===== config.mk =====
export PLATFORM = sky130hd
export DESIGN_NAME = se0_eop_detect
export DESIGN_NICKNAME = d
export VERILOG_FILES = /design/src/rtl/eop_pkg.sv /design/src/rtl/eop_se0_counter.sv /design/src/rtl/eop_fsm.sv /design/src/rtl/eop_pulse_reg.sv /design/src/rtl/se0_eop_detect.sv
export SDC_FILE = /design/constraint.sdc
export NUM_CORES = 1
export LEC_CHECK = 0
export BUFFER_PORTS_ARGS = -buffer_cell sky130_fd_sc_hd__buf_2
export CAP_MARGIN = 20
export CORE_AREA = 10 10 47 49
export DETAILED_ROUTE_END_ITERATION = 7
export DIE_AREA = 0 0 57 59
export PLACE_DENSITY = 0.51
export SKIP_LAST_GASP = 1
export SLEW_MARGIN = 10
export SYNTH_ARGS = -nofsm -noshare
export SYNTH_HDL_FRONTEND = slang
export SYNTH_SLANG_ARGS = --single-unit
export TNS_END_PERCENT = 1

===== constraint.sdc =====
create_clock -name clk -period 3.7 [get_ports clk]
set_clock_uncertainty 0.2 [all_clocks]
set_input_delay 0.185 -clock clk [delete_from_list [all_inputs] [get_ports clk]]
set_output_delay 0.185 -clock clk [all_outputs]
set_load 0.05 [all_outputs]

===== src/rtl/eop_pkg.sv =====
package eop_pkg;

  typedef enum logic [1:0] {
    ST_IDLE  = 2'd0,
    ST_COUNT = 2'd1,
    ST_DEAD  = 2'd2
  } eop_state_e;

  // Saturating increment: stops at the ceiling instead of wrapping.
  function automatic int sat_inc(input int value, input int ceiling);
    return (value >= ceiling) ? ceiling : value + 1;
  endfunction

  // A single-ended-zero run is long enough once it reaches the minimum.
  function automatic logic width_ok(input int run, input int min_run);
    return run >= min_run;
  endfunction

endpackage


===== src/rtl/eop_se0_counter.sv =====
module eop_se0_counter #(
  parameter int CNT_W = 4
) (
  input  logic             clk,
  input  logic             rst_n,
  input  logic             se0_i,
  output logic [CNT_W-1:0] cnt_o
);
  localparam int CNT_MAX = (1 << CNT_W) - 1;

  logic [CNT_W-1:0] cnt_q;

  // Counts consecutive single-ended-zero samples; any other sample clears it.
  always_ff @(posedge clk or negedge rst_n) begin
    if (!rst_n)     cnt_q <= '0;
    else if (se0_i) cnt_q <= CNT_W'(eop_pkg::sat_inc(int'(cnt_q), CNT_MAX));
    else            cnt_q <= '0;
  end

  assign cnt_o = cnt_q;
endmodule


===== src/rtl/eop_fsm.sv =====
module eop_fsm
  import eop_pkg::*;
#(
  parameter int MIN_SE0  = 4,
  parameter int DEAD_MAX = 2,
  parameter int CNT_W    = 4,
  parameter int DEAD_W   = 2
) (
  input  logic              clk,
  input  logic              rst_n,
  input  logic              se0_i,
  input  logic              j_i,
  input  logic [CNT_W-1:0]  cnt_i,
  output eop_state_e        state_o,
  output logic [DEAD_W-1:0] dead_o,
  output logic              fire_o
);
  eop_state_e        state_q, state_d;
  logic [DEAD_W-1:0] dead_q, dead_d;
  logic              qualified;

  assign qualified = width_ok(int'(cnt_i), MIN_SE0);

  always_comb begin
    state_d = state_q;
    dead_d  = '0;
    fire_o  = 1'b0;
    unique case (state_q)
      ST_IDLE: begin
        if (se0_i) state_d = ST_COUNT;
      end
      ST_COUNT: begin
        if (!se0_i) begin
          if (!qualified) begin
            state_d = ST_IDLE;
          end else if (j_i) begin
            fire_o  = 1'b1;
            state_d = ST_IDLE;
          end else begin
            state_d = ST_DEAD;
            dead_d  = DEAD_W'(1);
          end
        end
      end
      ST_DEAD: begin
        if (se0_i) begin
          state_d = ST_COUNT;
        end else if (j_i) begin
          fire_o  = 1'b1;
          state_d = ST_IDLE;
        end else if (int'(dead_q) >= DEAD_MAX) begin
          state_d = ST_IDLE;
        end else begin
          dead_d  = dead_q + DEAD_W'(1);
        end
      end
      default: state_d = ST_IDLE;
    endcase
  end

  always_ff @(posedge clk or negedge rst_n) begin
    if (!rst_n) begin
      state_q <= ST_IDLE;
      dead_q  <= '0;
    end else begin
      state_q <= state_d;
      dead_q  <= dead_d;
    end
  end

  assign state_o = state_q;
  assign dead_o  = dead_q;
endmodule


===== src/rtl/eop_pulse_reg.sv =====
module eop_pulse_reg (
  input  logic clk,
  input  logic rst_n,
  input  logic fire_i,
  output logic pulse_o
);
  always_ff @(posedge clk or negedge rst_n) begin
    if (!rst_n) pulse_o <= 1'b0;
    else        pulse_o <= fire_i;
  end
endmodule


===== src/rtl/se0_eop_detect.sv =====
module se0_eop_detect #(
  parameter int MIN_SE0  = 4,
  parameter int DEAD_MAX = 2
) (
  input  logic clk,
  input  logic rst_n,
  input  logic se0_i,
  input  logic j_i,
  output logic eop_o
);
  localparam int CNT_W  = $clog2(MIN_SE0 + 1) + 1;
  localparam int DEAD_W = $clog2(DEAD_MAX + 1);

  eop_pkg::eop_state_e state_w;
  logic [CNT_W-1:0]    cnt_w;
  logic [DEAD_W-1:0]   dead_w;
  logic                fire_w;

  eop_se0_counter #(.CNT_W(CNT_W)) u_cnt (
    .clk(clk), .rst_n(rst_n), .se0_i(se0_i), .cnt_o(cnt_w)
  );

  eop_fsm #(
    .MIN_SE0(MIN_SE0), .DEAD_MAX(DEAD_MAX), .CNT_W(CNT_W), .DEAD_W(DEAD_W)
  ) u_fsm (
    .clk(clk), .rst_n(rst_n), .se0_i(se0_i), .j_i(j_i), .cnt_i(cnt_w),
    .state_o(state_w), .dead_o(dead_w), .fire_o(fire_w)
  );

  eop_pulse_reg u_pulse (
    .clk(clk), .rst_n(rst_n), .fire_i(fire_w), .pulse_o(eop_o)
  );
endmodule


* Word level (Yosys, flattened, before mapping)
Cells that the tools add are included.
Operators by class: add/sub/neg operators 2, order comparisons 3, eq/ne operators 5, muxes and demuxes 22, reductions and logical operators 2
Operator list (count):
- $mux W2 | 12
- $mux W4 | 2
- $pmux W2 S3 | 1
- $mux W1 | 5
- $add A4 B1 Y4 const B | 1
- $ge A4 B3 Y1 const B | 1
- $ge A4 B4 Y1 const B | 1
- $ne A2 B2 Y1 const B | 2
- $ne A4 B3 Y1 const B | 1
- $pmux W2 S2 | 1
- $reduce_and A3 Y1 | 1
- $add A2 B1 Y2 const B | 1
- $eq A2 B1 Y1 const B | 1
- $eq A2 B2 Y1 const B | 1
- $ge A2 B2 Y1 const B | 1
- $logic_not A2 Y1 | 1
- $pmux W1 S2 | 1
Storage, ports and cells: register bits after elaboration 9, bits of input ports 4, output and inout port bits 1, logic and storage cells 38

* Logic depth before layout (Yosys ltp)
word-level depth 5, depth in mapped cells 5, depth with buffers taken out 5

* Cells and area by module
Synthesis repeated with hierarchy kept, for this count alone.
Second synthesis, totals: cell total of the unflattened synthesis 43, area, all modules 479.2 um2
By module, submodules not included:
- eop_fsm | times used 1, cells each 27, area each 277.8 um2, sequential area each 100.1 um2
- eop_se0_counter | times used 1, cells each 15, area each 176.4 um2, sequential area each 100.1 um2
- eop_pulse_reg | times used 1, cells each 1, area each 25.0 um2, sequential area each 25.0 um2

* Worst setup path before layout
OpenSTA, ideal clock, no wires.
kind register to register, start point register u_fsm.state_q[0], in the netlist u_fsm.state_o[0], end point register u_fsm.state_q[1], in the netlist u_fsm.state_o[1], setup time 0.132 ns, data arrival time 1.138 ns, required time 3.368 ns, slack 2.230 ns, stages on the path, launching flop included 6, path buffers 0, period minus slack after synthesis 1.470 ns, cells stage by stage dfrtp_1 > inv_1 > ha_1 > or2_4 > o211ai_1 > o41ai_2
On the way: word-level cells in the longest chain between the ends 3, elaborated cells between the ends (all ways) 8, those cells by class eq/ne: 5; mux: 1; reduce/logical: 2
RTL lines:
- from (decl) | line eop_fsm.sv:18 | eop_state_e state_q, state_d;
- from (signal assigned) | line eop_fsm.sv:66 | state_q <= state_d;
- $eq A2 B2 Y1, or another cell as far along | line eop_fsm.sv:28 | unique case (state_q)
- $ne A4 B3 Y1 (no source line) or $ne A2 B2 Y1 (tied branches)
- $reduce_and A3 Y1 (no source line)
Several ways; a longest one is shown, not always the timed one. A chain may end at the register's enable or synchronous reset.

* Worst setup path after layout
Same ends and word-level chain as after synthesis.

==> metrics.txt <==
# TYPE chip_impl_metric gauge
chip_impl_metric{name="period_share",unit="%"} 42.3
chip_impl_metric{name="placementRows",unit=""} 14
chip_impl_info{name="post-synth-top-area-cell",value="dfrtp_1"} 1
chip_impl_metric{name="n_antenna_cell",unit=""} 0
chip_impl_metric{name="io_buffer_count",unit=""} 4
chip_impl_metric{name="vdd_drop_max",unit="mV"} 0.186
chip_impl_metric{name="path_clk_slew",unit="ps"} 60
chip_impl_metric{name="floorplan_die_height",unit="um"} 59
chip_impl_metric{name="cellPowerDensity",unit="mW/mm^2"} 437
chip_impl_metric{name="tightest_slew",unit="ps"} 262
chip_impl_info{name="worst_hold_path_type",value="input port to register"} 1
chip_impl_metric{name="detailroute.via_count",unit=""} 336
chip_impl_metric{name="wl_met2",unit="um"} 347
chip_impl_metric{name="ys_warn_count",unit=""} 0
chip_impl_metric{name="remaining_antenna_violation_count_after_routing",unit=""} 0
chip_impl_info{name="crit_path_end_kind",value="register"} 1
chip_impl_metric{name="route.met3.wl",unit="um"} 57
chip_impl_metric{name="cap_violations",unit=""} 0
chip_impl_info{name="worst_setup_path_start_kind",value="register"} 1
chip_impl_info{name="cts_root_buf",value="clkbuf_4"} 1
chip_impl_metric{name="stdcell_count",unit=""} 69
chip_impl_info{name="crit_path_category",value="register to register"} 1
chip_impl_metric{name="worstSkewPairLatency",unit="ps"} 260
chip_impl_metric{name="asyncSetResetFlopFracSynth",unit="%"} 100
chip_impl_metric{name="syn_nets",unit=""} 52
chip_impl_metric{name="timing.critical_path.fanout_max",unit=""} 4
chip_impl_info{name="cts_tree",value="yes"} 1
chip_impl_metric{name="globalplace.congestion",unit=""} 0.671
chip_impl_metric{name="drive_gt1_share",unit="%"} 18.9
chip_impl_info{name="critPathSlowestCell",value="dfrtp_1"} 1
chip_impl_metric{name="antenna_found_initial",unit=""} 0
chip_impl_info{name="rsz_0062_raised_after_global_routing",value="no"} 1
chip_impl_metric{name="slew-limit-headroom",unit="%"} 82.5
chip_impl_metric{name="drcViolationCount",unit=""} 0
chip_impl_metric{name="routed_wl",unit="um"} 810
chip_impl_info{name="synthTopCellsByArea",value="dfrtp_1 (47%), ha_1 (13%), inv_1 (3.9%)"} 1
chip_impl_metric{name="period_minus_slack",unit="ps"} 1570
chip_impl_metric{name="syn-cell-area",unit="um^2"} 475
chip_impl_metric{name="yosysSeqAreaShare",unit="%"} 47.4
chip_impl_metric{name="yosys_register_bits",unit=""} 9
chip_impl_metric{name="synth.lib_cells_used.distinct",unit=""} 21
chip_impl_metric{name="final_net_count",unit=""} 63
chip_impl_metric{name="critPathMaxStageDelay",unit="ps"} 390
chip_impl_metric{name="pre_cts_setup_slack",unit="ps"} 2160
chip_impl_metric{name="static-leakage-power",unit="nW"} 0.254
chip_impl_metric{name="area_growth",unit="%"} 18.2
chip_impl_metric{name="grt_util_all_layers",unit="%"} 5.92
chip_impl_metric{name="number_of_flops_mapped_to_enable_cells_by_yosys",unit=""} 0
chip_impl_info{name="top_layer",value="met4"} 1
chip_impl_metric{name="via_count_of_the_first_global_routing_pass",unit=""} 341
chip_impl_metric{name="global_route_wire_length_before_repair",unit="um"} 1540
chip_impl_metric{name="detail_route.iter0.violations",unit=""} 4
chip_impl_metric{name="worstPathArrival",unit="ps"} 1500
chip_impl_metric{name="detail_route.first_pass.iterations",unit=""} 4
chip_impl_info{name="synth_ff_type",value="dfrtp_1"} 1
chip_impl_metric{name="cts_max_level",unit=""} 1
chip_impl_metric{name="final_hold_viol_count",unit=""} 0
chip_impl_metric{name="yosysTopAreaCellShare",unit="%"} 47.4
chip_impl_metric{name="final-setup-viol-count",unit=""} 0
chip_impl_metric{name="vias_per_cell",unit=""} 4.87
chip_impl_metric{name="die_area",unit="mm^2"} 0.00336
chip_impl_metric{name="final_critical_path_setup_slack",unit="ps"} 2130
chip_impl_metric{name="initial_core_utilization",unit="%"} 33.9
chip_impl_metric{name="design.core.area",unit="mm^2"} 0.00140
chip_impl_metric{name="dp.cells",unit=""} 63
chip_impl_metric{name="filler_cell_count",unit=""} 153
chip_impl_metric{name="clock.fmax",unit="MHz"} 639
chip_impl_info{name="synth.most_common_cell",value="dfrtp_1"} 1
chip_impl_metric{name="synth_cells",unit=""} 43
chip_impl_metric{name="detailedPlacementHpwl",unit="um"} 599
chip_impl_metric{name="synth.avg_cell_area",unit="um^2"} 11.1
chip_impl_metric{name="floorplan.die.width",unit="um"} 57
chip_impl_info{name="worstPathCellList",value="inv_1 > ha_1 > or2_4 > o211ai_1 > o41ai_2"} 1
chip_impl_info{name="synth.cells.most_frequent",value="dfrtp_1 (9), ha_1 (5), inv_1 (5), nand2b_1 (3)"} 1
chip_impl_metric{name="hold_ws",unit="ps"} 15.7
chip_impl_info{name="outcome",value="finished clean"} 1
chip_impl_metric{name="wl_per_cell",unit="um"} 11.7
chip_impl_metric{name="maximum_number_of_pins_on_one_net_before_global_route_repair",unit=""} 10
chip_impl_metric{name="worst-endpoint-required",unit="ps"} 3640
chip_impl_metric{name="tritoncts.num_buffers",unit=""} 3
chip_impl_metric{name="numClockSinks",unit=""} 9
chip_impl_metric{name="final_max_slew_viol_count",unit=""} 0
chip_impl_metric{name="cts_repair_resize_count",unit=""} 0
chip_impl_metric{name="num_io_pins",unit=""} 5
chip_impl_metric{name="setup_tns",unit="ps"} 0
chip_impl_metric{name="cts.path.max_buffers",unit=""} 2
chip_impl_metric{name="route.layer.met1.wl",unit="um"} 394
chip_impl_metric{name="globalRouteOverflowTotal",unit=""} 0
## per-layer routing
metal | up-vias | GRT usage (%)
li1 | 172 | -
met1 | 155 | 7.03
met2 | 6 | 7.75
met3 | 3 | 4.08
met4 | 0 | 3.02
met5 | - | 0
## registers in the layout, summed over array words and instances, names as in the netlist
signal	count
u_pulse.pulse_o	1
u_fsm.dead_o	2
u_fsm.state_o	2
u_cnt.cnt_o	4
## layout by cell type (no fill, tap or decap)
cell type      instances
clkbuf_4               3
ha_1                   5
inv_1                  5
o31ai_1                2
nor3b_2                1
dfrtp_1                9
nor2b_1                1
nand2b_1               3
clkbuf_1               1
or2_4                  1
nand3_1                2
buf_2                  4
nor3_1                 1
o21ai_1                1
o41ai_2                1
o211ai_1               2
a21boi_1               2
nor4_1                 1
o21ai_0                1
nor3b_1                1
a31oi_1                1
o21a_1                 1
nor2_1                 1
dlygate4sd3_1          2
a21oi_1                1
## kinds of logic after synthesis
group                      Yosys count  share of synthesized area (%)
AOI/OAI and AO/OA                   12                           18.9
and+or+nand+nor                     12                           16.6
buffers and inverters                5                           3.95
DFF                                  9                           47.4
adders and majority gates            5                           13.2
## area by class of cell
class                           instances  area (um^2)  area share [%]
Tap cell                               16         20.0            3.56
Multi-Input combinational cell         29          231            41.2
Clock buffer                            4         26.3            4.68
Timing Repair Buffer                    6         40.0            7.13
Sequential cell                         9          225            40.1
Inverter                                5         18.8            3.34
## worst max-delay path, delay by kind of cell, from the launching register on
| family | cells | cell delay (ps) |
|---|---|---|
| adders and majority gates | 1 | 210 |
| AOI/OAI and AO/OA | 2 | 330 |
| buffers and inverters | 1 | 70 |
| DFF | 1 | 390 |
| and+or+nand+nor | 1 | 240 |
## where the power goes
group | internal (mW) | switching (mW) | leakage [nW]
Sequential | 0.107 | 0.00781 | 0.122
Combinational | 0.0261 | 0.0294 | 0.117
Clock | 0.0415 | 0.0335 | 0.0150
## repair_timing
action                                 in CTS  in global routing
buffers inserted                            0                  0
hold buffers                                2                  0
endpoints found under the hold margin      12                  0
## per-stage QoR
step,total power [mW],util [%],cell area [um^2]
after floorplan,0.156,-,475
after global placement,0.172,36.8,515
after detailed placement,0.170,36.8,515
after CTS,0.251,40.1,562
after global routing,0.268,40.1,562
final,0.245,40.1,562
## final timing paths
path | cells past startpoint | from | slack [ps] | to
worst max-delay path | 5 | u_fsm.state_o[0]$_DFFE_PN0P_ | 2130 | u_fsm.state_o[1]$_DFFE_PN0P_
worst min-delay path | 3 | se0_i | 20 | u_cnt.cnt_o[3]$_DFF_PN0_
worst max register to register | 5 | u_fsm.state_o[0]$_DFFE_PN0P_ | 2130 | u_fsm.state_o[1]$_DFFE_PN0P_
worst min register to register | 1 | u_cnt.cnt_o[0]$_DFF_PN0_ | 280 | u_cnt.cnt_o[0]$_DFF_PN0_
max in group asynchronous | 2 | rst_n | 3020 | u_fsm.dead_o[0]$_DFF_PN0_
min in group asynchronous | 2 | rst_n | 90 | u_fsm.state_o[0]$_DFFE_PN0P_
Note: power is estimated with default switching activity, not from simulation.
